===== src/rtl/sramc_pkg.sv =====
package sramc_pkg;

    typedef enum logic [2:0] {
        ST_IDLE,
        ST_WRITE,
        ST_READ,
        ST_TURN,
        ST_SLEEP,
        ST_WAKE
    } ctl_state_e;

    typedef struct packed {
        logic cs_n;
        logic we_n;
        logic oe_n;
        logic dq_oe;
    } bus_ctl_t;

    localparam bus_ctl_t BUS_QUIET = '{cs_n: 1'b1, we_n: 1'b1, oe_n: 1'b1, dq_oe: 1'b0};

    // Pin levels held during each state; registered by the sequencer.
    function automatic bus_ctl_t strobes_for(ctl_state_e s);
        bus_ctl_t b;
        b = BUS_QUIET;
        case (s)
            ST_WRITE: b = '{cs_n: 1'b0, we_n: 1'b0, oe_n: 1'b1, dq_oe: 1'b1};
            ST_READ:  b = '{cs_n: 1'b0, we_n: 1'b1, oe_n: 1'b0, dq_oe: 1'b0};
            default:  b = BUS_QUIET;
        endcase
        return b;
    endfunction

    function automatic int unsigned max2(int unsigned a, int unsigned b);
        return (a > b) ? a : b;
    endfunction

endpackage


===== src/rtl/sramc_timer.sv =====
module sramc_timer #(
    parameter int CNT_W = 8
) (
    input  logic             clk,
    input  logic             rst,
    input  logic             load,
    input  logic [CNT_W-1:0] load_val,
    output logic             zero
);
    logic [CNT_W-1:0] cnt_q;

    always_ff @(posedge clk) begin
        if (rst)
            cnt_q <= '0;
        else if (load)
            cnt_q <= load_val;
        else if (cnt_q != '0)
            cnt_q <= cnt_q - 1'b1;
    end

    assign zero = (cnt_q == '0);

    AST_TIMER_NO_WRAP: assert property (@(posedge clk) disable iff (rst)
        (!load && zero) |=> zero);
endmodule


===== src/rtl/sramc_fsm.sv =====
module sramc_fsm
    import sramc_pkg::*;
#(
    parameter int WR_PULSE   = 4,
    parameter int RD_STROBE  = 5,
    parameter int TURN_CYC   = 2,
    parameter int DATA_SETUP = 3,
    parameter int WAKE_CYC   = 500000
) (
    input  logic     clk,
    input  logic     rst,
    input  logic     sleep_req,
    input  logic     req_valid,
    input  logic     req_write,
    output logic     req_ready,
    output logic     accept,
    output logic     capture,
    output bus_ctl_t bus
);
    localparam int unsigned CNT_MAX = max2(max2(WR_PULSE, RD_STROBE), max2(TURN_CYC, WAKE_CYC));
    localparam int CNT_W = $clog2(CNT_MAX + 1);
    localparam int RUN_W = $clog2(max2(max2(WR_PULSE, TURN_CYC), DATA_SETUP) + 2);

    ctl_state_e       st_q, st_d;
    logic             tm_load, tm_zero;
    logic [CNT_W-1:0] tm_val;
    bus_ctl_t         bus_q;

    sramc_timer #(.CNT_W(CNT_W)) u_timer (
        .clk      (clk),
        .rst      (rst),
        .load     (tm_load),
        .load_val (tm_val),
        .zero     (tm_zero)
    );

    assign req_ready = (st_q == ST_IDLE) && !sleep_req;
    assign accept    = req_ready && req_valid;

    always_comb begin
        st_d    = st_q;
        tm_load = 1'b0;
        tm_val  = '0;
        capture = 1'b0;
        case (st_q)
            ST_IDLE: begin
                if (sleep_req) begin
                    st_d = ST_SLEEP;
                end else if (req_valid) begin
                    tm_load = 1'b1;
                    if (req_write) begin
                        st_d   = ST_WRITE;
                        tm_val = CNT_W'(WR_PULSE - 1);
                    end else begin
                        st_d   = ST_READ;
                        tm_val = CNT_W'(RD_STROBE - 1);
                    end
                end
            end
            ST_WRITE: begin
                if (tm_zero) begin
                    st_d    = ST_TURN;
                    tm_load = 1'b1;
                    tm_val  = CNT_W'(TURN_CYC - 1);
                end
            end
            ST_READ: begin
                if (tm_zero) begin
                    capture = 1'b1;
                    st_d    = ST_TURN;
                    tm_load = 1'b1;
                    tm_val  = CNT_W'(TURN_CYC - 1);
                end
            end
            ST_TURN: begin
                if (tm_zero) st_d = ST_IDLE;
            end
            ST_SLEEP: begin
                if (!sleep_req) begin
                    st_d    = ST_WAKE;
                    tm_load = 1'b1;
                    tm_val  = CNT_W'(WAKE_CYC - 1);
                end
            end
            ST_WAKE: begin
                if (tm_zero) st_d = ST_IDLE;
            end
            default: st_d = ST_IDLE;
        endcase
    end

    // Strobes come from flops so the memory never sees a decode glitch.
    always_ff @(posedge clk) begin
        if (rst) begin
            st_q  <= ST_IDLE;
            bus_q <= BUS_QUIET;
        end else begin
            st_q  <= st_d;
            bus_q <= strobes_for(st_d);
        end
    end

    assign bus = bus_q;

    // Run-length trackers for the timing properties below.
    logic [RUN_W-1:0] we_low_run, oe_high_run, data_run;
    always_ff @(posedge clk) begin
        if (rst) begin
            we_low_run  <= '0;
            oe_high_run <= RUN_W'(TURN_CYC);
            data_run    <= '0;
        end else begin
            we_low_run  <= !bus_q.we_n ? ((we_low_run == '1) ? we_low_run : we_low_run + 1'b1) : '0;
            oe_high_run <= bus_q.oe_n ? ((oe_high_run == '1) ? oe_high_run : oe_high_run + 1'b1) : '0;
            data_run    <= bus_q.dq_oe ? ((data_run == '1) ? data_run : data_run + 1'b1) : '0;
        end
    end

    AST_WE_PULSE_WIDTH: assert property (@(posedge clk) disable iff (rst)
        $rose(bus_q.we_n) |-> (we_low_run == RUN_W'(WR_PULSE)));
    AST_DATA_SETUP: assert property (@(posedge clk) disable iff (rst)
        $rose(bus_q.we_n) |-> (data_run >= RUN_W'(DATA_SETUP)));
    AST_NO_OE_IN_WRITE: assert property (@(posedge clk) disable iff (rst)
        !bus_q.we_n |-> bus_q.oe_n);
    AST_DRIVE_AFTER_TURN: assert property (@(posedge clk) disable iff (rst)
        $rose(bus_q.dq_oe) |-> (oe_high_run >= RUN_W'(TURN_CYC)));
    AST_NO_DRIVE_UNDER_OE: assert property (@(posedge clk) disable iff (rst)
        bus_q.dq_oe |-> bus_q.oe_n);
    AST_STANDBY_QUIET: assert property (@(posedge clk) disable iff (rst)
        bus_q.cs_n |-> (bus_q.we_n && bus_q.oe_n && !bus_q.dq_oe));
    AST_SLEEP_DESELECT: assert property (@(posedge clk) disable iff (rst)
        (st_q == ST_SLEEP || st_q == ST_WAKE) |-> (bus_q.cs_n && !req_ready));
endmodule


===== src/rtl/sramc_datapath.sv =====
module sramc_datapath #(
    parameter int ADDR_W = 19,
    parameter int DATA_W = 8
) (
    input  logic              clk,
    input  logic              rst,
    input  logic              accept,
    input  logic              capture,
    input  logic [ADDR_W-1:0] req_addr,
    input  logic [DATA_W-1:0] req_wdata,
    input  logic [DATA_W-1:0] mem_dq_in,
    output logic [ADDR_W-1:0] mem_addr,
    output logic [DATA_W-1:0] mem_dq_out,
    output logic              rsp_valid,
    output logic [DATA_W-1:0] rsp_rdata
);
    logic [ADDR_W-1:0] addr_q;
    logic [DATA_W-1:0] wdata_q, rdata_q;
    logic              rsp_q;

    always_ff @(posedge clk) begin
        if (rst) begin
            addr_q  <= '0;
            wdata_q <= '0;
            rdata_q <= '0;
            rsp_q   <= 1'b0;
        end else begin
            if (accept) begin
                addr_q  <= req_addr;
                wdata_q <= req_wdata;
            end
            if (capture) rdata_q <= mem_dq_in;
            rsp_q <= capture;
        end
    end

    assign mem_addr   = addr_q;
    assign mem_dq_out = wdata_q;
    assign rsp_valid  = rsp_q;
    assign rsp_rdata  = rdata_q;

    AST_RSP_ONE_CYCLE: assert property (@(posedge clk) disable iff (rst)
        rsp_q |=> !rsp_q);
endmodule


===== src/rtl/sram_async_ctrl.sv =====
module sram_async_ctrl
    import sramc_pkg::*;
#(
    parameter int ADDR_W     = 19,
    parameter int DATA_W     = 8,
    parameter int WR_PULSE   = 4,
    parameter int RD_STROBE  = 5,
    parameter int TURN_CYC   = 2,
    parameter int DATA_SETUP = 3,
    parameter int WAKE_CYC   = 500000
) (
    input  logic              clk,
    input  logic              rst,
    input  logic              sleep_req,
    input  logic              req_valid,
    output logic              req_ready,
    input  logic              req_write,
    input  logic [ADDR_W-1:0] req_addr,
    input  logic [DATA_W-1:0] req_wdata,
    output logic              rsp_valid,
    output logic [DATA_W-1:0] rsp_rdata,
    output logic [ADDR_W-1:0] mem_addr,
    output logic              mem_cs_n,
    output logic              mem_we_n,
    output logic              mem_oe_n,
    output logic [DATA_W-1:0] mem_dq_out,
    output logic              mem_dq_oe,
    input  logic [DATA_W-1:0] mem_dq_in
);
    logic     accept, capture;
    bus_ctl_t bus;

    sramc_fsm #(
        .WR_PULSE   (WR_PULSE),
        .RD_STROBE  (RD_STROBE),
        .TURN_CYC   (TURN_CYC),
        .DATA_SETUP (DATA_SETUP),
        .WAKE_CYC   (WAKE_CYC)
    ) u_fsm (
        .clk       (clk),
        .rst       (rst),
        .sleep_req (sleep_req),
        .req_valid (req_valid),
        .req_write (req_write),
        .req_ready (req_ready),
        .accept    (accept),
        .capture   (capture),
        .bus       (bus)
    );

    sramc_datapath #(
        .ADDR_W (ADDR_W),
        .DATA_W (DATA_W)
    ) u_dp (
        .clk        (clk),
        .rst        (rst),
        .accept     (accept),
        .capture    (capture),
        .req_addr   (req_addr),
        .req_wdata  (req_wdata),
        .mem_dq_in  (mem_dq_in),
        .mem_addr   (mem_addr),
        .mem_dq_out (mem_dq_out),
        .rsp_valid  (rsp_valid),
        .rsp_rdata  (rsp_rdata)
    );

    assign mem_cs_n  = bus.cs_n;
    assign mem_we_n  = bus.we_n;
    assign mem_oe_n  = bus.oe_n;
    assign mem_dq_oe = bus.dq_oe;

    AST_ADDR_HOLD: assert property (@(posedge clk) disable iff (rst)
        (!mem_cs_n && !$past(mem_cs_n)) |-> $stable(mem_addr));
    AST_READY_WHEN_IDLE: assert property (@(posedge clk) disable iff (rst)
        req_ready |-> mem_cs_n);
endmodule


===== config.mk =====
export PLATFORM = sky130hd
export DESIGN_NAME = sram_async_ctrl
export DESIGN_NICKNAME = d
export VERILOG_FILES = /design/src/rtl/sramc_pkg.sv /design/src/rtl/sramc_timer.sv /design/src/rtl/sramc_fsm.sv /design/src/rtl/sramc_datapath.sv /design/src/rtl/sram_async_ctrl.sv
export SDC_FILE = /design/constraint.sdc
export NUM_CORES = 1
export LEC_CHECK = 0
export ABC_AREA = 1
export BUFFER_PORTS_ARGS = -buffer_cell sky130_fd_sc_hd__buf_4
export CAP_MARGIN = 15
export CORE_ASPECT_RATIO = 0.9
export CORE_MARGIN = 5
export CORE_UTILIZATION = 55
export CTS_CLUSTER_SIZE = 25
export DETAILED_ROUTE_END_ITERATION = 10
export MAX_ROUTING_LAYER = met4
export PLACE_DENSITY = 0.91
export SKIP_LAST_GASP = 1
export SLEW_MARGIN = 20
export SYNTH_ARGS = -nofsm -noshare
export SYNTH_HDL_FRONTEND = slang
export SYNTH_SLANG_ARGS = --single-unit

===== constraint.sdc =====
create_clock -name clk -period 4.15 [get_ports clk]
set_clock_uncertainty 0.2 [all_clocks]
set_input_delay 0.415 -clock clk [delete_from_list [all_inputs] [get_ports clk]]
set_output_delay 0.415 -clock clk [all_outputs]
set_load 0.01 [all_outputs]

# --- Word-level counts from Yosys, hierarchy flattened ---
# Index checks and enable logic that the tools add are counted.
word_totals:
  ram_bits: 0
  out_inout_bits: 41
  memories: 0
  regBits: 62
  romBits: 0
  latchBits: 0
  input_bits: 40
op_classes:
  bitwise: 0
  n_reduce_logical: 9
  div: 0
  eq_ne: 7
  n_shift: 0
  n_lt_le_gt_ge: 0
  add_sub_neg: 1
  n_mux: 22
  mul: 0
ops:
  columns: ["cell", "n"]
  rows:
  - ["2-to-1 mux 19 bit", 5]
  - ["case mux 19 bit (3 select lines)", 1]
  - ["zero test 19 bit", 1]
  - ["nonzero test 19 bit", 1]
  - ["subtractor 19 x 1 -> 19 bit, second input constant", 1]
  - ["2-to-1 mux 3 bit", 6]
  - ["case mux 3 bit (4 select lines)", 1]
  - ["== test 3 x 2 -> 1 bit, second input constant", 3]
  - ["case mux 4 bit (2 select lines)", 1]
  - ["== test 3 x 1 -> 1 bit, second input constant", 2]
  - ["== test 3 bit, second input constant", 2]
  - ["2-to-1 mux 1 bit", 6]
  - ["OR reduction 2 bit", 2]
  - ["zero test 3 bit", 1]
  - ["case mux 1 bit (3 select lines)", 1]
  - ["logical AND 1 bit", 2]
  - ["2-to-1 mux 2 bit", 1]
  - ["nonzero test 2 bit", 1]
  - ["zero test 1 bit", 1]

# --- Longest topological paths before layout ---
depth:
  depth_word: 6
  depth_mapped: 12

# --- By module ---
# From an unflattened synthesis, not the netlist that was laid out.
unflattened:
  hier_cells: 503
  area_unflattened_um2: 3231.8
by_module_without_submodules:
  columns: ["module", "cells_per_inst", "seq_area_each_um2", "area_each_um2", "n_inst"]
  rows:
  - ["sramc_datapath", 225, 720.7, 1511.4, 1]
  - ["sramc_timer", 211, 380.4, 1278.7, 1]
  - ["sramc_fsm", 67, 140.1, 441.7, 1]

# --- Worst setup path before layout ---
# OpenSTA, ideal clock, no wires.
synth_timing:
  path_type: "reg-to-reg"
  startpoint: "register u_fsm.u_timer.cnt_q[0]"
  endpoint: "register u_fsm.bus_q (netlist bit u_fsm.bus[3])"
  setup_ns: 0.109
  arrival_ns: 1.537
  path_stages_with_launch: 13
  path_buffers: 1
  slack_ns: 2.304
  t_required_ns: 3.841
  cell_sequence: "dfxtp_1 -> inv_1 -> ha_1 -> nand2_2 -> nor2_4 -> nand3_4 -> buf_6 -> nand2_2 -> nand2_2 -> nor2_4 -> nand3_2 -> nand2_1 -> inv_1"
synth_between:
  elab_chain_len: 5
  word_cells_on_any_way: 7
synth_rtl:
  columns: ["item", "line_no", "text"]
  rows:
  - ["start, declared", "sramc_timer.sv:10", "logic [CNT_W-1:0] cnt_q;"]
  - ["start signal, assigned", "sramc_timer.sv:16", "cnt_q <= load_val;"]
  - ["start signal, assigned", "sramc_timer.sv:18", "cnt_q <= cnt_q - 1'b1;"]
  - ["zero test 19 bit (*)", "sramc_timer.sv:21", "assign zero = (cnt_q == '0);"]
  - ["2-to-1 mux 3 bit, on equally long branches", null, null]
  - ["case mux 3 bit (4 select lines) (*)", "sramc_fsm.sv:45", "case (st_q)"]
  - ["== test 3 x 2 -> 1 bit or == test 3 x 1 -> 1 bit (tied branches)", "sramc_pkg.sv:25", "case (s)"]
  - ["case mux 4 bit (2 select lines) (*)", "sramc_pkg.sv:25", null]
  - ["end signal, assigned", "sramc_fsm.sv:99", "bus_q <= strobes_for(st_d);"]
  - ["end, declared", "sramc_fsm.sv:27", "bus_ctl_t bus_q;"]
# Every way passes the cells marked *; elsewhere a longest branch is shown, timed or not.
# A chain may end at the register's enable or synchronous reset.

# --- Worst setup path after layout ---
layout_timing:
  startpoint: "register u_fsm.st_q[1]"
  endpoint: "register u_fsm.bus_q (netlist bit u_fsm.bus[3])"
layout_between:
  elab_chain_len: 5
  word_cells_on_any_way: 17
layout_rtl:
  columns: ["item", "line_no", "text"]
  rows:
  - ["start, declared", "sramc_fsm.sv:24", "ctl_state_e st_q, st_d;"]
  - ["start signal, assigned", "sramc_fsm.sv:98", "st_q <= st_d;"]
  - ["== test 3 x 2 -> 1 bit, or another cell as far along", "sramc_fsm.sv:45", null]
  - ["OR reduction 2 bit (no line) or 2-to-1 mux 3 bit (tied branches)", null, null]
  - ["case mux 3 bit (4 select lines) (*)", "sramc_fsm.sv:45", null]
  - ["== test 3 x 2 -> 1 bit or == test 3 x 1 -> 1 bit (tied branches)", "sramc_pkg.sv:25", null]
  - ["case mux 4 bit (2 select lines) (*)", "sramc_pkg.sv:25", null]
# Marked as above.

==> results by stage <==
Run status:
- The flow ran to the end, and the final reports show no timing, DRC or antenna violations.

Placement:
- The placed cell area is 3300 sq um.
- The count of buffers from port buffering is 80.
- The count of placed standard cells including taps is 487.
- The wire-length estimate of the detail-placed layout is 5.18 mm.
- The setup slack at placement is 1360 ps.
- The routability congestion estimate is 0.897.

Clock network:
- After clock tree synthesis, the clock-pin slew on the worst setup and hold paths is 70 ps.
- TritonCTS built the clock tree.
- Buffers inserted during clock tree synthesis total 9.
- The hold buffer count at cts is 0.
- The later pin in the worst-skew pair is clocked with a latency of 340 ps.
- The depth of the CTS H-tree is 3.
- CTS placed an instance of clkbuf_8 at the clock tree root.
- The number of buffers between clock root and the deepest sink is 2.
- Clock tree synthesis found a total of 62 sinks.
- The quantity of gates resized following cts is 0.
- The number of setup buffers added after CTS is 0.

Timing:
- The total setup violations reported at the end of the flow is 0.
- After layout, the minimum clock period comes to 2820 ps.
- For the final routed database, the setup TNS stands at 0 ps.
- The worst path uses 68.0% of the clock period.
- The number of hold violations in the final report was 0.
- Static timing analysis puts the maximum clock frequency at 354 MHz.
- The count of final max-slew check failures is 0.
- The relative slew slack is 33.7%.
- After layout, the worst setup slack is 1330 ps.
- For the pin with the worst max-slew slack, the measured transition is 994 ps.
- Setup repair after global routing left no endpoint under its margin.

Drt:
- After detailed routing, the average wire length per cell comes to 14.4 microns.
- The via count normalized by instance count is 5.21.
- The routed layout has 2619 vias.
- The total met2 wirelength after detailed routing is 3.27 mm.
- The final wirelength is 7.22 mm.
- The total DRC errors in the routed layout is 0.
- The detailed router put a total of 3.09 mm of wire on met1.
- The top layer reached by signal wires is met4.
- After the first detailed-routing iteration, the DRC count stood at 194.
- After detailed routing, the met3 layer carries 731 microns of wire.
- The first detailed-routing pass took 5 iterations.
- The post-route antenna net violation count is 0.

Logic synthesis:
- Sequential elements use 46.6% of the synthesized area.
- Synthesis produced a netlist with a net count of 394.
- The Yosys step of the flow raised 0 warnings.
- Synthesis produced 353 cells.
- The mean post-synth cell area is 7.55 sq um.
- The unique cell type count in the Yosys netlist is 29.
- In this run the cell area of the synthesized design comes to 2670 sq um.
- Synthesis inferred 62 register bits.

Floorplan:
- For this configuration, the core starts out at a cell density of 55.8%.
- The number of placement rows is 24.
- The region available for standard cell placement spans 4770 sq um.
- The die is 76.1 microns tall.
- The width of the die is 83.4 microns.
- The floorplan step defined a die boundary enclosing 6340 sq um.
- The number of placed I/O pins is 81.

Critical path:
- The critical path class is reg -> reg.
- At the worst endpoint, the arrival time is 2860 ps.
- The cell class contributing the biggest share of worst-path delay is simple AND/OR/NAND/NOR gates.
- The slowest stage of the critical path belongs to the cell nor2_2.
- The terminus of the critical flop-to-flop path is u_fsm.bus[3].
- The launching point of the worst reg2reg path is u_fsm.st_q[1].
- The timing startpoint of the critical path is u_fsm.st_q[1].
- The setup slack on the worst flop-to-flop path is 1330 ps.
- In this design, the stage delay of the slowest critical-path cell is 770 ps.
- STA classifies the critical path endpoint as a flop.
- Walking the worst path, the cells encountered are nor2_2, nand2_1, nor2_2, inv_2, nor2_2, a21oi_1, nand2_1, nand3_2, nand2_1, inv_1.
- In this run the worst setup path terminates at u_fsm.bus[3].
- The worst endpoint required time is 4190 ps.
- The depth of the most critical reg-to-reg path is 10.
- The count of buffering cells on the critical path with inverters included is 2.
- Of all nets on the critical path, the largest fanout is 30.
- The worst setup path is launched from a flop.
- The critical path runs through a total of 10 cells.

Finish:
- The final net count is 474.
- For this run, the share of the core covered by cells in the final layout is 72.9%.
- The finished cells cover 3480 sq um.
- The antenna diode count is 0.
- The post-layout instance count excluding filler cells is 503.
- The proportion of layout cells with a drive suffix above 1 is 28.5%.
- The area growth from synthesis to layout is 30.5%.

Global route:
- The first global-routing pass estimated 12.0 mm of wire.
- Global routing consumed, over all layers together, 24.2% of the routing resources.
- The number of global-route vias before repair came to 2616.
- The initial antenna violation count is 0.
- The remaining global-route overflow is 0.
- Entering global routing, the biggest net connects 40 pins.

Run:
- The number of max-cap violations is 0.

Power:
- The maximum vdd drop is 349 uV.
- For this design the static power due to leakage is 1.65 nW.
- The power density normalized to cell area is 716 nW/um^2.

Hold path:
- The worst min-delay path category is in -> reg.
-- power breakdown --
group / leakage (nW) / internal (W) / total [W] / switching, W
clock: 0.0913 / 0.000248 / 0.000489 / 0.000241
sequential: 0.507 / 0.000743 / 0.000868 / 0.000125
combinational: 1.05 / 0.000445 / 0.00113 / 0.000690
total: 1.65 / 0.00144 / 0.00249 / 0.00106
-- sequential cells by signal, summed over array words and instances (netlist names) --
register	cells
u_fsm.bus	4
u_dp.mem_dq_out	8
u_dp.rsp_rdata	8
u_dp.mem_addr	19
u_fsm.st_q	3
u_fsm.u_timer.cnt_q	19
u_dp.rsp_valid	1
-- stage by stage --
stage / hold WS [ps] / total power, W
2_1_floorplan: 285 / 0.00170
3_3_place_gp: 265 / 0.00196
3_5_place_dp: 274 / 0.00199
4_1_cts: 80.3 / 0.00249
5_1_grt: 80.2 / 0.00269
6_report: 96.9 / 0.00249
-- metal layers --
layer | GRT usage (%) | up-vias
li1 | - | 1293
met1 | 29.4 | 1186
met2 | 36.3 | 126
met3 | 10.6 | 14
met4 | 7.68 | 0
met5 | - | -
-- how the worst min path moves through the flow --
stage | from | slack [ps] | cells past startpoint | endpoint
2_1_floorplan | u_fsm.st_q[2] | 280 | 2 | u_fsm.st_q[2]
3_3_place_gp | u_dp.rsp_rdata[3] | 270 | 2 | u_dp.rsp_rdata[3]
3_5_place_dp | u_dp.rsp_rdata[3] | 270 | 2 | u_dp.rsp_rdata[3]
4_1_cts | req_addr[10] | 80 | 3 | u_dp.mem_addr[10]
5_1_grt | req_addr[5] | 80 | 3 | u_dp.mem_addr[5]
6_report | req_addr[10] | 100 | 3 | u_dp.mem_addr[10]
-- cell usage after synthesis, drive strengths merged --
cell type | number | area (sq um)
nor4 | 6 | 37.5
o21a | 1 | 7.51
nand4 | 3 | 33.8
clkbuf | 7 | 26.3
ha | 1 | 12.5
nor3 | 3 | 20.0
inv | 19 | 71.3
a21oi | 15 | 82.6
nor2 | 116 | 470
buf | 4 | 26.3
clkinv | 2 | 10.0
nand2 | 44 | 180
o21ai | 38 | 190
nand3 | 13 | 92.6
xor2 | 9 | 78.8
dfxtp | 62 | 1240
a31oi | 1 | 6.26
xnor2 | 9 | 78.8
-- worst reg2reg max path, delay by kind of cell, from the launching register on --
family | cells | cell delay (ps)
flops | 1 | 380
buf+inv | 2 | 480
simple gates | 7 | 1610
compound gates | 1 | 60
-- cell type report --
cell class | count | area [sq um]
timing repair buffer | 80 | 601
fill | 327 | 1290
tap | 65 | 81.3
clock buffer | 11 | 151
inverter | 21 | 81.3
sequential | 62 | 1240
clock inverter | 5 | 33.8
multi-input combinational | 259 | 1290
-- cells by family (layout without fill, tap and decap cells) --
kind of cell,after synthesis,count (layout),share of synthesized area [%]
and+or+nand+nor,185,185,31.3
adders and majority gates,1,1,0.469
xor gates and xnor gates,18,18,5.91
buffers and inverters,32,117,5.02
DFF,62,62,46.6
AOI/OAI and AO/OA,55,55,10.7
-- cells in the final DEF (no fill, tap or decap), types with 3 or more instances in the layout --
master      n
dfxtp_1    62
nand3_1     9
nor2_2      8
buf_4      80
o21ai_0    30
nand2_1    38
xor2_1      9
a21oi_1    13
o21ai_1     8
nor2_1    106
nand2_2     6
inv_1      16
nand3_2     3
clkbuf_8   11
xnor2_1     9
nor4_1      6
clkinv_2    4
inv_2       3
(Power assumes the default switching activity.)
